## config.mk

```make
export PLATFORM = sky130hd
export DESIGN_NAME = rtc_index_port
export DESIGN_NICKNAME = d
export VERILOG_FILES = /design/src/rtl/rtcp_pkg.sv /design/src/rtl/rtcp_index_reg.sv /design/src/rtl/rtcp_store.sv /design/src/rtl/rtcp_ctrl_regs.sv /design/src/rtl/rtcp_flag_unit.sv /design/src/rtl/rtc_index_port.sv
export SDC_FILE = /design/constraint.sdc
export NUM_CORES = 1
export LEC_CHECK = 0
export BUFFER_PORTS_ARGS = -buffer_cell sky130_fd_sc_hd__buf_4
export CORE_MARGIN = 5
export CORE_UTILIZATION = 27
export CTS_BUF_LIST = sky130_fd_sc_hd__clkbuf_4 sky130_fd_sc_hd__clkbuf_8
export DETAILED_ROUTE_END_ITERATION = 10
export GPL_TIMING_DRIVEN = 0
export PLACE_DENSITY_LB_ADDON = 0.15
export SLEW_MARGIN = 20
export SYNTH_ARGS = -nofsm -noshare
export SYNTH_HDL_FRONTEND = slang
export SYNTH_HIERARCHICAL = 1
export SYNTH_SLANG_ARGS = --single-unit
```

## constraint.sdc

```tcl
create_clock -name clk -period 4.2 [get_ports clk]
set_input_delay 0.84 -clock clk [delete_from_list [all_inputs] [get_ports clk]]
set_output_delay 0.84 -clock clk [all_outputs]
set_load 0.02 [all_outputs]
```

## src/rtl/rtcp_pkg.sv

```systemverilog
package rtcp_pkg;
  localparam int BYTE_W = 8;
  typedef logic [BYTE_W-1:0] byte_t;

  // Positions inside the flag byte and the mode byte.
  localparam int SUM_BIT  = 7;
  localparam int PER_BIT  = 6;
  localparam int ALM_BIT  = 5;
  localparam int UPD_BIT  = 4;
  localparam int SQW_BIT  = 3;
  localparam int EVT_N    = 3;
  localparam int EVT_LO   = UPD_BIT;
  localparam int EVT_HI   = PER_BIT;

  // Event vector ordering: [2] periodic, [1] alarm, [0] update-ended.
  typedef logic [EVT_N-1:0] evt_vec_t;

  typedef enum logic [1:0] {
    SEL_RAM  = 2'd0,
    SEL_CTRL = 2'd1,
    SEL_MODE = 2'd2,
    SEL_FLAG = 2'd3
  } sel_e;
endpackage

```

## src/rtl/rtcp_index_reg.sv

```systemverilog
module rtcp_index_reg #(
  parameter int IDX_W = 7
) (
  input  logic             clk,
  input  logic             rst_n,
  input  logic             load,
  input  logic [IDX_W-1:0] din,
  output logic [IDX_W-1:0] idx
);
  always_ff @(posedge clk or negedge rst_n) begin
    if (!rst_n)    idx <= '0;
    else if (load) idx <= din;
  end
endmodule

```

## src/rtl/rtcp_store.sv

```systemverilog
module rtcp_store #(
  parameter int IDX_W  = 7,
  parameter int DATA_W = 8
) (
  input  logic              clk,
  input  logic              we,
  input  logic [IDX_W-1:0]  addr,
  input  logic [DATA_W-1:0] wdata,
  output logic [DATA_W-1:0] rdata
);
  localparam int DEPTH = 1 << IDX_W;

  logic [DATA_W-1:0] mem [DEPTH];

  always_ff @(posedge clk) begin
    if (we) mem[addr] <= wdata;
  end

  assign rdata = mem[addr];
endmodule

```

## src/rtl/rtcp_ctrl_regs.sv

```systemverilog
module rtcp_ctrl_regs
  import rtcp_pkg::*;
#(
  parameter byte_t CTRL_RST   = 8'h26,
  parameter byte_t CTRL_RO    = 8'h80,
  parameter byte_t MODE_RST   = 8'h02,
  parameter byte_t MODE_SCLR  = 8'h68
) (
  input  logic  clk,
  input  logic  rst_n,
  input  logic  soft_rst,
  input  logic  ctrl_we,
  input  logic  mode_we,
  input  byte_t wdata,
  output byte_t ctrl_q,
  output byte_t mode_q
);
  always_ff @(posedge clk or negedge rst_n) begin
    if (!rst_n) begin
      ctrl_q <= CTRL_RST & ~CTRL_RO;
    end else if (ctrl_we) begin
      ctrl_q <= (wdata & ~CTRL_RO) | (ctrl_q & CTRL_RO);
    end
  end

  always_ff @(posedge clk or negedge rst_n) begin
    if (!rst_n)        mode_q <= MODE_RST;
    else if (soft_rst) mode_q <= mode_q & ~MODE_SCLR;
    else if (mode_we)  mode_q <= wdata;
  end
endmodule

```

## src/rtl/rtcp_flag_unit.sv

```systemverilog
module rtcp_flag_unit
  import rtcp_pkg::*;
(
  input  logic     clk,
  input  logic     rst_n,
  input  logic     soft_rst,
  input  evt_vec_t evt,
  input  evt_vec_t enables,
  input  logic     rd_clear,
  input  logic     mode_we,
  input  evt_vec_t mode_wen,
  output byte_t    flags,
  output logic     irq
);
  evt_vec_t src_q, base, src_n, newly;
  logic     sum_q, base_sum, sum_n;

  always_comb begin
    base     = rd_clear ? '0 : src_q;
    base_sum = rd_clear ? 1'b0 : sum_q;
    src_n    = base | evt;
    newly    = evt & ~base;
    if (mode_we) sum_n = |(mode_wen & src_n);
    else         sum_n = base_sum | (|(newly & enables));
  end

  always_ff @(posedge clk or negedge rst_n) begin
    if (!rst_n) begin
      src_q <= '0;
      sum_q <= 1'b0;
    end else if (soft_rst) begin
      src_q <= '0;
      sum_q <= 1'b0;
    end else begin
      src_q <= src_n;
      sum_q <= sum_n;
    end
  end

  always_comb begin
    flags                 = '0;
    flags[SUM_BIT]        = sum_q;
    flags[EVT_HI:EVT_LO]  = src_q;
  end

  assign irq = sum_q;
endmodule

```

## src/rtl/rtc_index_port.sv

```systemverilog
module rtc_index_port
  import rtcp_pkg::*;
#(
  parameter int          IDX_W     = 7,
  parameter logic [6:0]  CTRL_IDX  = 7'h0A,
  parameter logic [6:0]  MODE_IDX  = 7'h0B,
  parameter logic [6:0]  FLAG_IDX  = 7'h0C,
  parameter logic [6:0]  STAT_IDX  = 7'h0D,
  parameter byte_t       STAT_VAL  = 8'h80
) (
  input  logic        clk,
  input  logic        rst_n,
  input  logic        soft_rst,
  input  logic        bus_wr,
  input  logic        bus_rd,
  input  logic        bus_addr,
  input  logic [7:0]  bus_wdata,
  output logic [7:0]  bus_rdata,
  output logic        bus_rvalid,
  input  logic        evt_periodic,
  input  logic        evt_alarm,
  input  logic        evt_update,
  output logic        irq
);
  localparam int PAD_W = BYTE_W - IDX_W;

  logic [IDX_W-1:0] idx_q;
  byte_t ctrl_q, mode_q, flag_q, ram_q, rd_mux;
  logic  wr_idx, wr_dat, rd_any, rd_dat;
  logic  is_ctrl, is_mode, is_flag, is_stat;
  sel_e  sel;

  // Host strobe decode: a write takes the cycle, a read then drops.
  assign wr_idx = bus_wr & ~bus_addr;
  assign wr_dat = bus_wr &  bus_addr;
  assign rd_any = bus_rd & ~bus_wr;
  assign rd_dat = rd_any &  bus_addr;

  assign is_ctrl = (idx_q == CTRL_IDX[IDX_W-1:0]);
  assign is_mode = (idx_q == MODE_IDX[IDX_W-1:0]);
  assign is_flag = (idx_q == FLAG_IDX[IDX_W-1:0]);
  assign is_stat = (idx_q == STAT_IDX[IDX_W-1:0]);

  always_comb begin
    if (is_ctrl)      sel = SEL_CTRL;
    else if (is_mode) sel = SEL_MODE;
    else if (is_flag) sel = SEL_FLAG;
    else              sel = SEL_RAM;
  end

  logic unused_wbits;
  assign unused_wbits = ^bus_wdata[BYTE_W-1:IDX_W];

  rtcp_index_reg #(.IDX_W(IDX_W)) u_index (
    .clk  (clk),
    .rst_n(rst_n),
    .load (wr_idx),
    .din  (bus_wdata[IDX_W-1:0]),
    .idx  (idx_q)
  );

  rtcp_store #(.IDX_W(IDX_W), .DATA_W(BYTE_W)) u_store (
    .clk  (clk),
    .we   (wr_dat & (sel == SEL_RAM) & ~is_stat),
    .addr (idx_q),
    .wdata(bus_wdata),
    .rdata(ram_q)
  );

  rtcp_ctrl_regs u_regs (
    .clk     (clk),
    .rst_n   (rst_n),
    .soft_rst(soft_rst),
    .ctrl_we (wr_dat & is_ctrl),
    .mode_we (wr_dat & is_mode),
    .wdata   (bus_wdata),
    .ctrl_q  (ctrl_q),
    .mode_q  (mode_q)
  );

  rtcp_flag_unit u_flags (
    .clk     (clk),
    .rst_n   (rst_n),
    .soft_rst(soft_rst),
    .evt     ({evt_periodic, evt_alarm, evt_update}),
    .enables (mode_q[EVT_HI:EVT_LO]),
    .rd_clear(rd_dat & is_flag),
    .mode_we (wr_dat & is_mode),
    .mode_wen(bus_wdata[EVT_HI:EVT_LO]),
    .flags   (flag_q),
    .irq     (irq)
  );

  always_comb begin
    if (!bus_addr) begin
      rd_mux = {{PAD_W{1'b0}}, idx_q};
    end else if (is_stat) begin
      rd_mux = STAT_VAL;
    end else begin
      unique case (sel)
        SEL_CTRL: rd_mux = ctrl_q;
        SEL_MODE: rd_mux = mode_q;
        SEL_FLAG: rd_mux = flag_q;
        default:  rd_mux = ram_q;
      endcase
    end
  end

  always_ff @(posedge clk or negedge rst_n) begin
    if (!rst_n) begin
      bus_rdata  <= '0;
      bus_rvalid <= 1'b0;
    end else begin
      bus_rvalid <= rd_any;
      if (rd_any) bus_rdata <= rd_mux;
    end
  end
endmodule

```

==> out/metrics.csv <==
metric,value,unit
outcome,"finished, violations left",
failing checks,setup timing,
Clock Sinks,1059,
r2r worst-path depth,8,
Reg2Reg Capture Point,u_store/mem[19][1],
layout net count,2900,
final worst slack,-0.289,ns
PortBufs,26,
Max Clock Freq,223,MHz
clk slew on worst S/H paths,0.06,ns
Final Cycle Share,107,%
worst hold endpoint,u_regs/mode_q[5],
postcts setup bufs,0,
Final Hold Fails,0,
final slew viol count,0,
CP max FO,11,
DIE HEIGHT,405,um
Avg WL per Cell,42.7,um
Mean Syn Cell Area,16.0,um2
Worst Skew,0.0576,ns
cell count after synthesis,2642,
Slowest cell on crit path,nor2_2,
hold_ws,0.143,ns
die span in x,405,um
Cell Rows,145,
largest net degree at the start of global routing,86,
synthesized area,0.0422,mm2
Total Wirelength,218000,um
relative slew slack,13.1,%
Hold Startpoint,soft_rst,
CTS H-tree lvls,4,
FF-to-FF Start,u_index/idx[4],
root buffer cell,clkbuf_8,
crit-path max cell delay,0.68,ns
CP Launch Type,flop,
Initial Util,27.1,%
Netlist cell types,78,
Core Area,0.156,mm2
Top Ports,27,
async set-reset flop share out of synthesis,3.31,%
Static Leak,15.9,nW
CP Class,reg2reg,
flop-to-flop setup slack,-0.29,ns
"Seq/Total Area, Yosys",75.0,%
DRC Markers,0,
Synth Warn #,6,
Post-DRT Antenna Nets,0,
CTS tree,yes,
cts bufs inserted,188,
area delta synth->final,19.1,%
initial antenna violation count,28,
grt ovf,0,
hpwl dp,141000,um
fin crit period,4.49,ns
Post-synth EDFFs,1024,
actual slew at the worst max-slew pin,1.30,ns
Synth area leaders,"edfxtp_1 73%, a221oi_1 4.6%, nor2_1 2.2%, dfrtp_1 1.8%, mux2_2 1.8%",
Worst Path Required,4.74,ns
Crit path arrival time,5.03,ns
DRT Pass-1 Iters,6,
CTS max path bufs,3,
GRT Overall Usage,25.9,%
Max-Cap Viols,0,
"area leader, netlist",edfxtp_1,
final core utilization,32.2,%
Initial DRC Count,4744,
share of the synthesized area in the top cell type,72.9,%
GP Congestion,1.02,
RSZ-0062 raised after global routing,yes,
"Clk Latency, worst-skew pair",0.93,ns
hold path depth,2,
routed vias/inst,5.88,
Seq cells post-synth,1059,
CP Cell Sequence,or4b_4 > a21oi_4 > nor2_1 > clkbuf_1 > nor2b_1 > nand2_1 > clkbuf_2 > nor2_2,
Synth Flop Type,edfxtp_1,
Max VDD drop,0.000227,V
share of layout cells above drive strength 1,25.3,%
power density over the cells,538,mW/mm2
first-pass GRT wire length,279000,um
Crit. End Element,flop,
Die ar.,0.164,mm2
vias in the first global route,28690,
final setup fails,425,
Hold WC Path Type,in2reg,
via count,29999,
-- layer usage --
metal | share of wire, % | GRT usage (%)
met2 | 43 | 38.1
met5 | 0.014 | 0
met1 | 39 | 33.9
met4 | 7.0 | 15.7
met3 | 11 | 7.49
-- worst max-delay path, delay by kind of cell (launching register included) --
family          cells  cell delay, ns
flops               1            0.67
simple gates        5            2.17
buf+inv             2            1.17
compound gates      1            0.05
-- layout make-up --
cell class	instances	area [um2]
plain buffers	206	1400
inverters	16	60.1
fillers	15131	106000
well taps	2058	2570
repair buffers	52	723
clock inverters	80	592
clock buffers	257	3130
diodes	15	37.5
multi-input cells	1360	10100
flip-flops and latches	1059	31600
-- power by group --
group | switching (mW) | leakage (nW) | internal [mW]
Clock | 4.41 | 1.95 | 5.30
Sequential | 0.0561 | 9.63 | 11.7
Combinational | 4.31 | 4.34 | 1.27
Total | 8.78 | 15.9 | 18.2
-- what timing repair did --
action                                  CTS  global route
hold buffers                              1             0
endpoints found under the setup margin  871           158
pin swaps                                 7             7
gates resized for setup                 231            30
endpoints found under the hold margin    31             0
-- synthesized netlist by cell type, drive strengths merged, types with 2 or more instances --
library cell	n
edfxtp	1024
nor2	249
a221oi	223
buf	135
a21oi	132
nand2	109
o21ai	102
mux2	84
a22oi	76
clkbuf	75
mux2i	72
a22o	41
o22ai	33
dfrtp	31
a221o	20
nand3	18
nor3	18
o221ai	18
nor2b	17
inv	16
nand2b	14
a2bb2oi	11
mux4	11
o211ai	11
o22a	11
nand4	9
a211oi	8
and2	7
o31ai	6
dfstp	4
nor4	4
o2bb2ai	4
or3	4
a2111oi	3
a211o	3
a32oi	3
o2111ai	3
o311ai	3
o32ai	3
a21o	2
conb	2
nor4b	2
o311a	2
or2	2
-- how the worst max path moves through the flow --
stage                     slack [ns]           start  cells after the start                   to
after detailed placement       -1.20  u_index/idx[2]                      9   u_store/mem[63][6]
after global routing           -0.10  u_index/idx[6]                      8  u_store/mem[115][2]
after global placement         -1.84  u_index/idx[0]                      8   u_store/mem[28][3]
after CTS                      -0.19  u_index/idx[6]                      8   u_store/mem[90][4]
final                          -0.29  u_index/idx[4]                      8   u_store/mem[19][1]
after floorplan                 1.28        bus_addr                      6   u_store/mem[72][0]
-- flip-flops by register name, summed over array words and instances, names as in the netlist --
register       flops
u_store/mem     1024
bus_rdata          8
u_regs/mode_q      8
u_index/idx        7
u_regs/ctrl_q      7
u_flags/src_q      3
bus_rvalid         1
u_flags/irq        1
-- cells by family after synthesis --
logic type             Yosys count  synth area share [%]
AO/OA/AOI/OAI                  728                  12.7
buffers and inverters          226                  2.84
flip-flops                    1059                  75.0
multiplexers                   167                  4.65
other                            2                0.0178
AND/OR/NAND/NOR                460                  4.78
-- through the flow --
| step | worst slack, ns | total power, mW | std cells | TNS [ns] | cell area (um2) |
|---|---|---|---|---|---|
| finish | -0.289 | 27.0 | 5103 | -43.06 | 50200 |
| detailed placement | -1.20 | 17.1 | 4753 | -626.32 | 45600 |
| global placement | -1.84 | 17.0 | 4729 | -999.19 | 45000 |
| global route | -0.103 | 27.5 | 5092 | -4.25 | 50200 |
| floorplan | 1.28 | 13.9 | 2645 | 0 | 42200 |
| CTS | -0.193 | 26.9 | 5088 | -13.62 | 50100 |
-- layout by cell type, fill, tap and decap left out, drive strengths merged, types with 33 or more instances in the layout --
cell type,count
a21oi,132
a221oi,223
o21ai,102
nor2,249
clkinv,62
edfxtp,1024
mux2,84
clkbuf,335
buf,177
a22o,41
a22oi,76
mux2i,72
o22ai,33
nand2,109
No activity file was read; power rests on OpenSTA's default activity.
